### src/rtl/tmr_pkg.sv
package tmr_pkg;

    localparam int CNT_W  = 16;
    localparam int REG_W  = 16;
    localparam int NCH    = 4;
    localparam int ADDR_W = 4;

    typedef logic [CNT_W-1:0]  cnt_t;
    typedef logic [REG_W-1:0]  reg_t;
    typedef logic [ADDR_W-1:0] addr_t;

    localparam addr_t A_CTRL   = 4'd0;
    localparam addr_t A_IEN    = 4'd1;
    localparam addr_t A_STAT   = 4'd2;
    localparam addr_t A_EVT    = 4'd3;
    localparam addr_t A_CHMODE = 4'd4;
    localparam addr_t A_CNT    = 4'd5;
    localparam addr_t A_PSC    = 4'd6;
    localparam addr_t A_ARR    = 4'd7;
    localparam addr_t A_CCR0   = 4'd8;
    localparam addr_t A_PSCACT = 4'd12;
    localparam addr_t A_ARRACT = 4'd13;

    // status bit positions
    localparam int ST_UPD = 0;
    localparam int ST_CC0 = 1;
    localparam int ST_TRG = 6;
    localparam int ST_OC0 = 9;
    localparam reg_t ST_MASK = 16'h1E5F;

    localparam cnt_t CNT_ONE = cnt_t'(1);

    typedef struct packed {
        logic           upd;
        logic [NCH-1:0] cc;
        logic           trg;
    } evt_t;

    typedef struct packed {
        logic center;
        logic down;
        logic run;
    } ctrl_t;

    function automatic evt_t decode_evt(input reg_t d);
        evt_t e;
        e.upd = d[0];
        e.cc  = d[NCH:1];
        e.trg = d[6];
        return e;
    endfunction

    function automatic cnt_t reinit_val(input logic center, input logic down,
                                        input cnt_t period);
        return (center || !down) ? '0 : period;
    endfunction

endpackage

### src/rtl/tmr_prescaler.sv
module tmr_prescaler
    import tmr_pkg::*;
(
    input  logic clk,
    input  logic rst,
    input  logic run,
    input  logic clr,
    input  cnt_t ratio,
    output logic tick
);

    cnt_t phase_q;

    assign tick = run && !clr && (phase_q == ratio);

    always_ff @(posedge clk) begin
        if (rst) begin
            phase_q <= '0;
        end else if (clr) begin
            phase_q <= '0;
        end else if (run) begin
            phase_q <= (phase_q == ratio) ? '0 : phase_q + CNT_ONE;
        end
    end

endmodule

### src/rtl/tmr_counter.sv
module tmr_counter
    import tmr_pkg::*;
(
    input  logic clk,
    input  logic rst,
    input  logic tick,
    input  logic center,
    input  logic down,
    input  cnt_t arr_act,
    input  cnt_t arr_pre,
    input  logic force_upd,
    input  logic ld_en,
    input  cnt_t ld_val,
    output cnt_t cnt,
    output cnt_t cap_src,
    output logic nat_upd
);

    cnt_t cnt_q, cnt_nxt, reinit;
    logic cdn_q, cdn_nxt;

    assign reinit  = reinit_val(center, down, arr_pre);
    assign cap_src = force_upd ? reinit : cnt_q;
    assign cnt     = cnt_q;

    always_comb begin
        cnt_nxt = cnt_q;
        cdn_nxt = cdn_q;
        nat_upd = 1'b0;
        if (force_upd) begin
            cnt_nxt = reinit;
            cdn_nxt = 1'b0;
        end else if (ld_en) begin
            cnt_nxt = ld_val;
        end else if (tick) begin
            if (center) begin
                if (!cdn_q) begin
                    if (cnt_q >= arr_act) begin
                        nat_upd = 1'b1;
                        cdn_nxt = 1'b1;
                        cnt_nxt = (arr_act == '0) ? '0 : arr_act - CNT_ONE;
                    end else begin
                        cnt_nxt = cnt_q + CNT_ONE;
                    end
                end else begin
                    if (cnt_q == '0) begin
                        nat_upd = 1'b1;
                        cdn_nxt = 1'b0;
                        cnt_nxt = (arr_act == '0) ? '0 : CNT_ONE;
                    end else begin
                        cnt_nxt = cnt_q - CNT_ONE;
                    end
                end
            end else if (down) begin
                if (cnt_q == '0) begin
                    nat_upd = 1'b1;
                    cnt_nxt = arr_pre;
                end else begin
                    cnt_nxt = cnt_q - CNT_ONE;
                end
            end else begin
                if (cnt_q >= arr_act) begin
                    nat_upd = 1'b1;
                    cnt_nxt = '0;
                end else begin
                    cnt_nxt = cnt_q + CNT_ONE;
                end
            end
        end
    end

    always_ff @(posedge clk) begin
        if (rst) begin
            cnt_q <= '0;
            cdn_q <= 1'b0;
        end else begin
            cnt_q <= cnt_nxt;
            cdn_q <= cdn_nxt;
        end
    end

endmodule

### src/rtl/tmr_channel.sv
module tmr_channel
    import tmr_pkg::*;
(
    input  logic clk,
    input  logic rst,
    input  logic is_input,
    input  logic force_ev,
    input  logic tick,
    input  logic flag_now,
    input  logic ld_en,
    input  cnt_t cnt,
    input  cnt_t cap_src,
    input  cnt_t ld_val,
    output cnt_t ccr,
    output logic set_flag,
    output logic set_oc
);

    cnt_t ccr_q;

    assign ccr      = ccr_q;
    assign set_flag = force_ev || (!is_input && tick && (cnt == ccr_q));
    assign set_oc   = is_input && force_ev && flag_now;

    always_ff @(posedge clk) begin
        if (rst) begin
            ccr_q <= '0;
        end else if (is_input && force_ev) begin
            ccr_q <= cap_src;
        end else if (!is_input && ld_en) begin
            ccr_q <= ld_val;
        end
    end

endmodule

### src/rtl/tmr_evgen_core.sv
module tmr_evgen_core
    import tmr_pkg::*;
(
    input  logic              clk,
    input  logic              rst,
    input  logic              wr_en,
    input  logic [ADDR_W-1:0] wr_addr,
    input  logic [REG_W-1:0]  wr_data,
    input  logic [ADDR_W-1:0] rd_addr,
    output logic [REG_W-1:0]  rd_data,
    output logic              irq,
    output logic [6:0]        dma_req
);

    ctrl_t          ctrl_q;
    logic [6:0]     irq_en_q, dma_en_q;
    reg_t           stat_q, st_set, st_keep;
    logic [NCH-1:0] chmode_q;
    cnt_t           psc_pre_q, arr_pre_q, psc_act_q, arr_act_q;
    cnt_t           cnt_q, cap_src;
    cnt_t [NCH-1:0] ccr_q;
    logic [NCH-1:0] cc_set, oc_set;
    logic           tick, nat_upd, upd_any, wr_evt;
    evt_t           ev;

    assign wr_evt  = wr_en && (wr_addr == A_EVT);
    assign ev      = wr_evt ? decode_evt(wr_data) : '0;
    assign upd_any = ev.upd || nat_upd;

    tmr_prescaler u_psc (
        .clk   (clk),
        .rst   (rst),
        .run   (ctrl_q.run),
        .clr   (ev.upd),
        .ratio (psc_act_q),
        .tick  (tick)
    );

    tmr_counter u_cnt (
        .clk       (clk),
        .rst       (rst),
        .tick      (tick),
        .center    (ctrl_q.center),
        .down      (ctrl_q.down),
        .arr_act   (arr_act_q),
        .arr_pre   (arr_pre_q),
        .force_upd (ev.upd),
        .ld_en     (wr_en && (wr_addr == A_CNT)),
        .ld_val    (wr_data),
        .cnt       (cnt_q),
        .cap_src   (cap_src),
        .nat_upd   (nat_upd)
    );

    for (genvar i = 0; i < NCH; i++) begin : g_ch
        localparam addr_t CH_ADDR = addr_t'(int'(A_CCR0) + i);
        tmr_channel u_ch (
            .clk      (clk),
            .rst      (rst),
            .is_input (chmode_q[i]),
            .force_ev (ev.cc[i]),
            .tick     (tick),
            .flag_now (stat_q[ST_CC0+i]),
            .ld_en    (wr_en && (wr_addr == CH_ADDR)),
            .cnt      (cnt_q),
            .cap_src  (cap_src),
            .ld_val   (wr_data),
            .ccr      (ccr_q[i]),
            .set_flag (cc_set[i]),
            .set_oc   (oc_set[i])
        );
    end

    // flag set vector and software clear mask
    always_comb begin
        st_set                        = '0;
        st_set[ST_UPD]                = upd_any;
        st_set[ST_CC0+NCH-1:ST_CC0]   = cc_set;
        st_set[ST_TRG]                = ev.trg;
        st_set[ST_OC0+NCH-1:ST_OC0]   = oc_set;
        st_keep = (wr_en && (wr_addr == A_STAT)) ? (stat_q & wr_data) : stat_q;
    end

    always_ff @(posedge clk) begin
        if (rst) begin
            ctrl_q    <= '0;
            irq_en_q  <= '0;
            dma_en_q  <= '0;
            stat_q    <= '0;
            chmode_q  <= '0;
            psc_pre_q <= '0;
            arr_pre_q <= '0;
            psc_act_q <= '0;
            arr_act_q <= '0;
        end else begin
            stat_q <= (st_keep | st_set) & ST_MASK;
            if (upd_any) begin
                psc_act_q <= psc_pre_q;
                arr_act_q <= arr_pre_q;
            end
            if (wr_en) begin
                case (wr_addr)
                    A_CTRL:   ctrl_q    <= ctrl_t'(wr_data[2:0]);
                    A_IEN: begin
                        irq_en_q <= wr_data[6:0];
                        dma_en_q <= wr_data[14:8];
                    end
                    A_CHMODE: chmode_q  <= wr_data[NCH-1:0];
                    A_PSC:    psc_pre_q <= wr_data;
                    A_ARR:    arr_pre_q <= wr_data;
                    default: ;
                endcase
            end
        end
    end

    always_comb begin
        case (rd_addr)
            A_CTRL:   rd_data = {13'd0, ctrl_q};
            A_IEN:    rd_data = {1'b0, dma_en_q, 1'b0, irq_en_q};
            A_STAT:   rd_data = stat_q;
            A_CHMODE: rd_data = {{(REG_W-NCH){1'b0}}, chmode_q};
            A_CNT:    rd_data = cnt_q;
            A_PSC:    rd_data = psc_pre_q;
            A_ARR:    rd_data = arr_pre_q;
            A_PSCACT: rd_data = psc_act_q;
            A_ARRACT: rd_data = arr_act_q;
            default:  rd_data = (rd_addr[3:2] == 2'b10) ? ccr_q[rd_addr[1:0]] : '0;
        endcase
    end

    assign irq     = |(stat_q[6:0] & irq_en_q);
    assign dma_req = stat_q[6:0] & dma_en_q;

endmodule

### config.mk
export PLATFORM = sky130hd
export DESIGN_NAME = tmr_evgen_core
export DESIGN_NICKNAME = d
export VERILOG_FILES = /design/src/rtl/tmr_pkg.sv /design/src/rtl/tmr_prescaler.sv /design/src/rtl/tmr_counter.sv /design/src/rtl/tmr_channel.sv /design/src/rtl/tmr_evgen_core.sv
export SDC_FILE = /design/constraint.sdc
export NUM_CORES = 1
export LEC_CHECK = 0
export BUFFER_PORTS_ARGS = -buffer_cell sky130_fd_sc_hd__buf_2
export CELL_PAD_IN_SITES_DETAIL_PLACEMENT = 0
export CELL_PAD_IN_SITES_GLOBAL_PLACEMENT = 2
export CORE_ASPECT_RATIO = 1.4
export CORE_UTILIZATION = 37
export DETAILED_ROUTE_END_ITERATION = 8
export GPL_ROUTABILITY_DRIVEN = 0
export PLACE_DENSITY_LB_ADDON = 0.1
export SYNTH_ARGS = -nofsm -noshare
export SYNTH_HDL_FRONTEND = slang
export SYNTH_SLANG_ARGS = --single-unit
### constraint.sdc
create_clock -name clk -period 3.4 [get_ports clk]
set_clock_uncertainty 0.15 [all_clocks]
set_input_delay 0.17 -clock clk [delete_from_list [all_inputs] [get_ports clk]]
set_output_delay 0.17 -clock clk [all_outputs]
set_load 0.03 [all_outputs]
After elaboration in Yosys (flattened, before gate mapping) --
Cells that the tools add are included. Widths: inputs -> output; s select.
Cells by class: bitwise operators 5, add/sub/neg operators 4, reductions and logical operators 58, order comparisons 2, muxes and demuxes 39, equality and inequality tests 25
Operators by type and width (count):
- $mux 16 | 24
- $pmux 16 s9 | 1
- $eq 16x16->1 | 5
- $add 16x1->16 const B | 2
- $bmux 16 s2 | 1
- $eq 4x3->1 const B | 8
- $logic_not 16->1 | 2
- $sub 16x1->16 const B | 2
- $logic_and 1x1->1 | 29
- $eq 4x4->1 const B | 6
- $ge 16x16->1 | 1
- $and 7x7->7 | 2
- $and 13x13->13 | 1
- $mux 13 | 1
- $or 13x13->13 | 1
- $eq 4x2->1 const B | 3
- $mux 1 | 11
- $reduce_and 2->1 | 5
- $eq 4x1->1 const B | 2
- $logic_not 4->1 | 2
- $reduce_bool 2->1 | 4
- $reduce_or 7->1 | 1
- $logic_not 1->1 | 6
- $logic_or 1x1->1 | 6
- other kinds (7) | 7
Word-level totals: word-level logic and storage cells 151, flip-flop bits (word level) 192

Depth between registers and ports, before layout --
depth in word-level cells 11, gate-level depth with buffers 12

Hierarchy --
Synthesis repeated with hierarchy kept, for this count alone.
Unflattened totals: cells, all modules 1652, area total of the unflattened synthesis 12778.5 µm²
By module, submodules not included:
- tmr_evgen_core | instances 1, seq. area each 1901.8 µm², cells each 591, area each 4907.2 µm²
- tmr_channel | instances 4, seq. area each 320.3 µm², cells each 115, area each 930.9 µm²
- tmr_counter | instances 1, seq. area each 340.3 µm², cells each 498, area each 3201.8 µm²
- tmr_prescaler | instances 1, seq. area each 320.3 µm², cells each 103, area each 945.9 µm²

Worst setup path before layout --
No wires, ideal clock.
path kind register to register, start register u_cnt.cnt_q[0] (netlist: u_cnt.cnt[0]), end register u_cnt.cnt_q[0] (netlist: u_cnt.cnt[0]), arrival 2711 ps, required time 3159 ps, clock period less this slack 2952 ps, stages on the path, launching flop included 13, path slack 448 ps, library setup time 91 ps, cells stage by stage dfxtp_1 -> clkbuf_1 -> inv_1 -> ha_1 -> nor2b_1 -> o21ai_0 -> a21oi_1 -> o41ai_2 -> buf_2 -> nand2_1 -> o221a_2 -> nand3b_1 -> a311oi_1
Between the ends: longest elaborated chain between the ends 7
RTL lines:
- from (decl) | RTL line tmr_counter.sv:19 | cnt_t cnt_q, cnt_nxt, reinit;
- from (signal assigned) | RTL line tmr_counter.sv:77 | cnt_q <= cnt_nxt;
- $add 16x1->16, or another cell as far along | RTL line tmr_counter.sv:43, tmr_counter.sv:66
- $mux 16, on equally long branches
- $mux 16, on equally long branches | RTL line tmr_counter.sv:54, tmr_counter.sv:37
- $mux 16 (*) | RTL line tmr_counter.sv:36 | if (center) begin
- $mux 16 (*) | RTL line tmr_counter.sv:35 | end else if (tick) begin
- $mux 16 (*) | RTL line tmr_counter.sv:33 | end else if (ld_en) begin
- $mux 16 (*) | RTL line tmr_counter.sv:30 | if (force_upd) begin
Every way passes the cells marked *; elsewhere a longest branch is shown, timed or not. The select of a mux whose other input is x is not followed. A chain may end at the register's enable or synchronous reset.

Worst setup path after layout --
start register arr_act_q[2], end register u_cnt.cnt_q[0] (netlist: u_cnt.cnt[0])
Between the ends: longest elaborated chain between the ends 8
RTL lines:
- from (decl) | RTL line tmr_evgen_core.sv:19 | cnt_t psc_pre_q, arr_pre_q, psc_act_q, arr_act_q;
- from (signal assigned) | RTL line tmr_evgen_core.sv:99 | arr_act_q <= arr_pre_q;
- branches (longest 4 deep; another with $ge 16x16->1)
- $mux 16 (*) | RTL line tmr_counter.sv:36
- $mux 16 (*) | RTL line tmr_counter.sv:35
- $mux 16 (*) | RTL line tmr_counter.sv:33
- $mux 16 (*) | RTL line tmr_counter.sv:30
Mark *: on every way between the ends. The select of a mux whose other input is x is not followed.

==> results_dict.tcl <==
set metrics [dict create \
    status "finished, final reports clean" \
    cp_top_family "compound AO/OA/AOI/OAI gates" \
    critPathKind "reg2reg" \
    slowest_delay_ns 0.47 \
    die_h_um 211 \
    syn_area_per_cell_um2 7.66 \
    hold_viol 0 \
    ir_worst_vdd_v 0.000255 \
    reg2reg_depth 11 \
    pwr-share-comb_pct 12.5 \
    path_cells "inv_1, ha_1, nand2_1, o21ai_0, a21oi_1, o41ai_2, buf_4, nand2_1, o221a_2, nand3b_1, a311oi_1" \
    synth_area_leaders "dfxtp_1 (33%), nand2_1 (11%), xnor2_1 (7.5%), a21oi_1 (7.4%), a22oi_1 (6.2%)" \
    crit_arrival_ns 3.33 \
    clkTransAtPathRegs_ns 0.08 \
    grt_use_total_pct 34.2 \
    worstMarginPinSlew_ns 1.03 \
    num_vias 11800 \
    setup_slack_ns 0.290 \
    synthCells 1513 \
    drv_slew 0 \
    yosysWarnings 0 \
    ant_nets 0 \
    viasPerCell 6.01 \
    fillCellCount 3261 \
    grt_setup_unrepaired "no" \
    critPathMostFrequentCell "nand2_1" \
    totalPowerFinal_mw 5.10 \
    dieArea_um2 32000 \
    dp_hpwl_mm 39.4 \
    layout-drive-gt1-share_pct 12.8 \
    p_leak_nw 4.57 \
    grt-ovfl-total 0 \
    sequentialPowerShare_pct 45.3 \
    hold_depth 4 \
    dieWidth_um 152 \
    yosysTopAreaCell "dfxtp_1" \
    slew_headroom_pct 31.0 \
    crit_cells 11 \
    start_util_pct 37.6 \
    p_clk_share_pct 42.2 \
    cts_inserted_buffers 17 \
    layout_common_cells "nand2_1 (326), dfxtp_1 (192), a21oi_1 (172), xnor2_1 (99), a22oi_1 (95)" \
    dp_slack_ns -0.0371 \
    p_int_mw 3.61 \
    fp-row-count 76 \
    yosysSeqAreaShare_pct 33.2 \
    hold_ws_ns 0.0429 \
    min_period_ns 3.11 \
    sw_frac_of_total_pct 29.2 \
    portBuffers 49 \
    clk_root_buffer_cell "clkbuf_16" \
    clockBufferDepth 2 \
    firstDrtPassIters 8 \
    cts.sinks 192 \
    synth-edff-count 0 \
    period_share_pct 91.5 \
    critPathCaptureType "register" \
    timing.fmax_mhz 322 \
    clock_latency_ns 0.47 \
    final_cells 1965 \
    first_global_vias 11400 \
    ys_types 70 \
    grt_pass1_wl_mm 78.1 \
    wl_per_cell_um 27.2 \
    hp-class "in2reg" \
    multiInputGateArea_um2 7170 \
    wirelength_mm 53.4 \
    syn_to_final_growth_pct 14.5 \
    synth_top_area_share_pct 33.2 \
    critPathLaunchType "register" \
    dp_cells 1916 \
    maxCapViolations 0 \
    nNetsFinal 1611 \
    ys_async_sr_fraction_pct 0 \
    path_buf_inv 2 \
    cts_tree "yes" \
    core_area_um2 30800 \
    grt_max_degree 156 \
    ys_ff_latch 192 \
    first_iter_violations 1152 \
    power.density_nw_per_um2 384 \
    critical_path.slowest_cell "o41ai_2" \
    antenna_found_initial 0 \
    setup_tns_ns 0 \
    final_common_cell "nand2_1" \
    cp_max_fo 11 \
    p_sw_mw 1.49 \
    ios 51 \
    cp_data_required_time_ns 3.62 \
    h-tree-depth 4 \
    diodes 0 \
    area.sequential_um2 3840 \
    drc 0 \
    synth-main-ff-cell "dfxtp_1" \
    synth_nets 1562 \
    finalSetupViolCount 0 \
    syn-cell-area_um2 11600 \
]
==> power by group through the flow <==
stage	Sequential, mW	Clock [mW]	Combinational (mW)
final	2.31	2.15	0.638
after global routing	2.31	2.26	0.680
after CTS	2.31	2.18	0.627
after detailed placement	2.36	0	0.610
after global placement	2.36	0	0.611
after floorplan	2.35	0	0.390
==> timing repair <==
item	in CTS	in global routing
hold endpoints to repair	68	0
pin swaps	0	1
hold buffers	17	0
setup endpoints to repair	32	18
buffers inserted	0	0
resized for setup	1	2
==> kinds of logic after synthesis <==
group	Yosys count	synth area share, %
buffers and inverters	146	5.24
muxes	30	4.35
other	1	0.0324
AOI/OAI and AO/OA	413	22.8
adders and majority gates	22	2.38
xor gates and xnor gates	128	9.67
DFF	192	33.2
and+or+nand+nor	581	22.3
==> tightest hold or removal path, stage by stage <==
cell and delay (ns):
buf_2 0.15, nor2_1 0.13, nand3_1 0.10, a21oi_1 0.05
==> registers in the layout, summed over array words and instances (netlist names) <==
name / cells
psc_act_q: 16
irq_en_q: 7
u_cnt.cnt: 16
stat_q: 10
u_cnt.cdn_q: 1
chmode_q: 4
g_ch.u_ch.ccr: 64
arr_act_q: 16
ctrl_q: 3
arr_pre_q: 16
psc_pre_q: 16
dma_en_q: 7
u_psc.phase_q: 16
==> metal layers <==
metal | global-route usage (%) | vias up | share of wire [%]
met5 | 0 | - | 0
met4 | 22.4 | 0 | 7.1
met3 | 5.00 | 148 | 5.7
met2 | 55.1 | 478 | 47
met1 | 42.2 | 5698 | 40
li1 | - | 5494 | -
==> cells in the mapped netlist (5+ instances only) <==
cell and count:
or3_1 5, nand4_1 32, buf_1 13, ha_1 22, a222oi_1 17, nand2b_1 5, mux4_2 16, buf_6 5
o21ai_0 52, mux2i_1 11, a22oi_1 95, nand3_1 38, nor2_1 83, a22o_1 7, a21oi_1 172, xor2_1 29
and3_1 15, a221oi_1 11, nand2_1 326, dfxtp_1 192, inv_1 28, a211oi_1 12, nor3_1 25, o22ai_1 7
a31oi_1 9, xnor2_1 99, nor2b_1 11, buf_2 9, and2_1 8, nor4_1 11, clkbuf_1 87
==> path summary, 6_finish.rpt <==
kind	endpoint	startpoint	slack [ns]
max	u_cnt.cnt[0]$_SDFFE_PP0P_	arr_act_q[2]$_SDFFE_PP0P_	0.29
min	ctrl_q[2]$_SDFFE_PP0P_	wr_addr[3]	0.04
max reg2reg	u_cnt.cnt[0]$_SDFFE_PP0P_	arr_act_q[2]$_SDFFE_PP0P_	0.29
min reg2reg	dma_en_q[5]$_SDFFE_PP0P_	dma_en_q[5]$_SDFFE_PP0P_	0.32
==> per-stage QoR <==
step           utilization [%]  area (um2)
2_1_floorplan                -       11600
3_3_place_gp              40.5       12500
3_5_place_dp              40.5       12500
4_1_cts                   43.0       13300
5_1_grt                   43.1       13300
6_report                  43.1       13300
==> final cells by class <==
class / count / area share (%)
well taps: 390 / 3.68
clock buffers: 20 / 3.37
inverters: 28 / 0.792
repair buffers: 148 / 8.01
flip-flops and latches: 192 / 29.0
multi-input cells: 1175 / 54.0
clock inverters: 12 / 1.15
(Power assumes the default switching activity.)
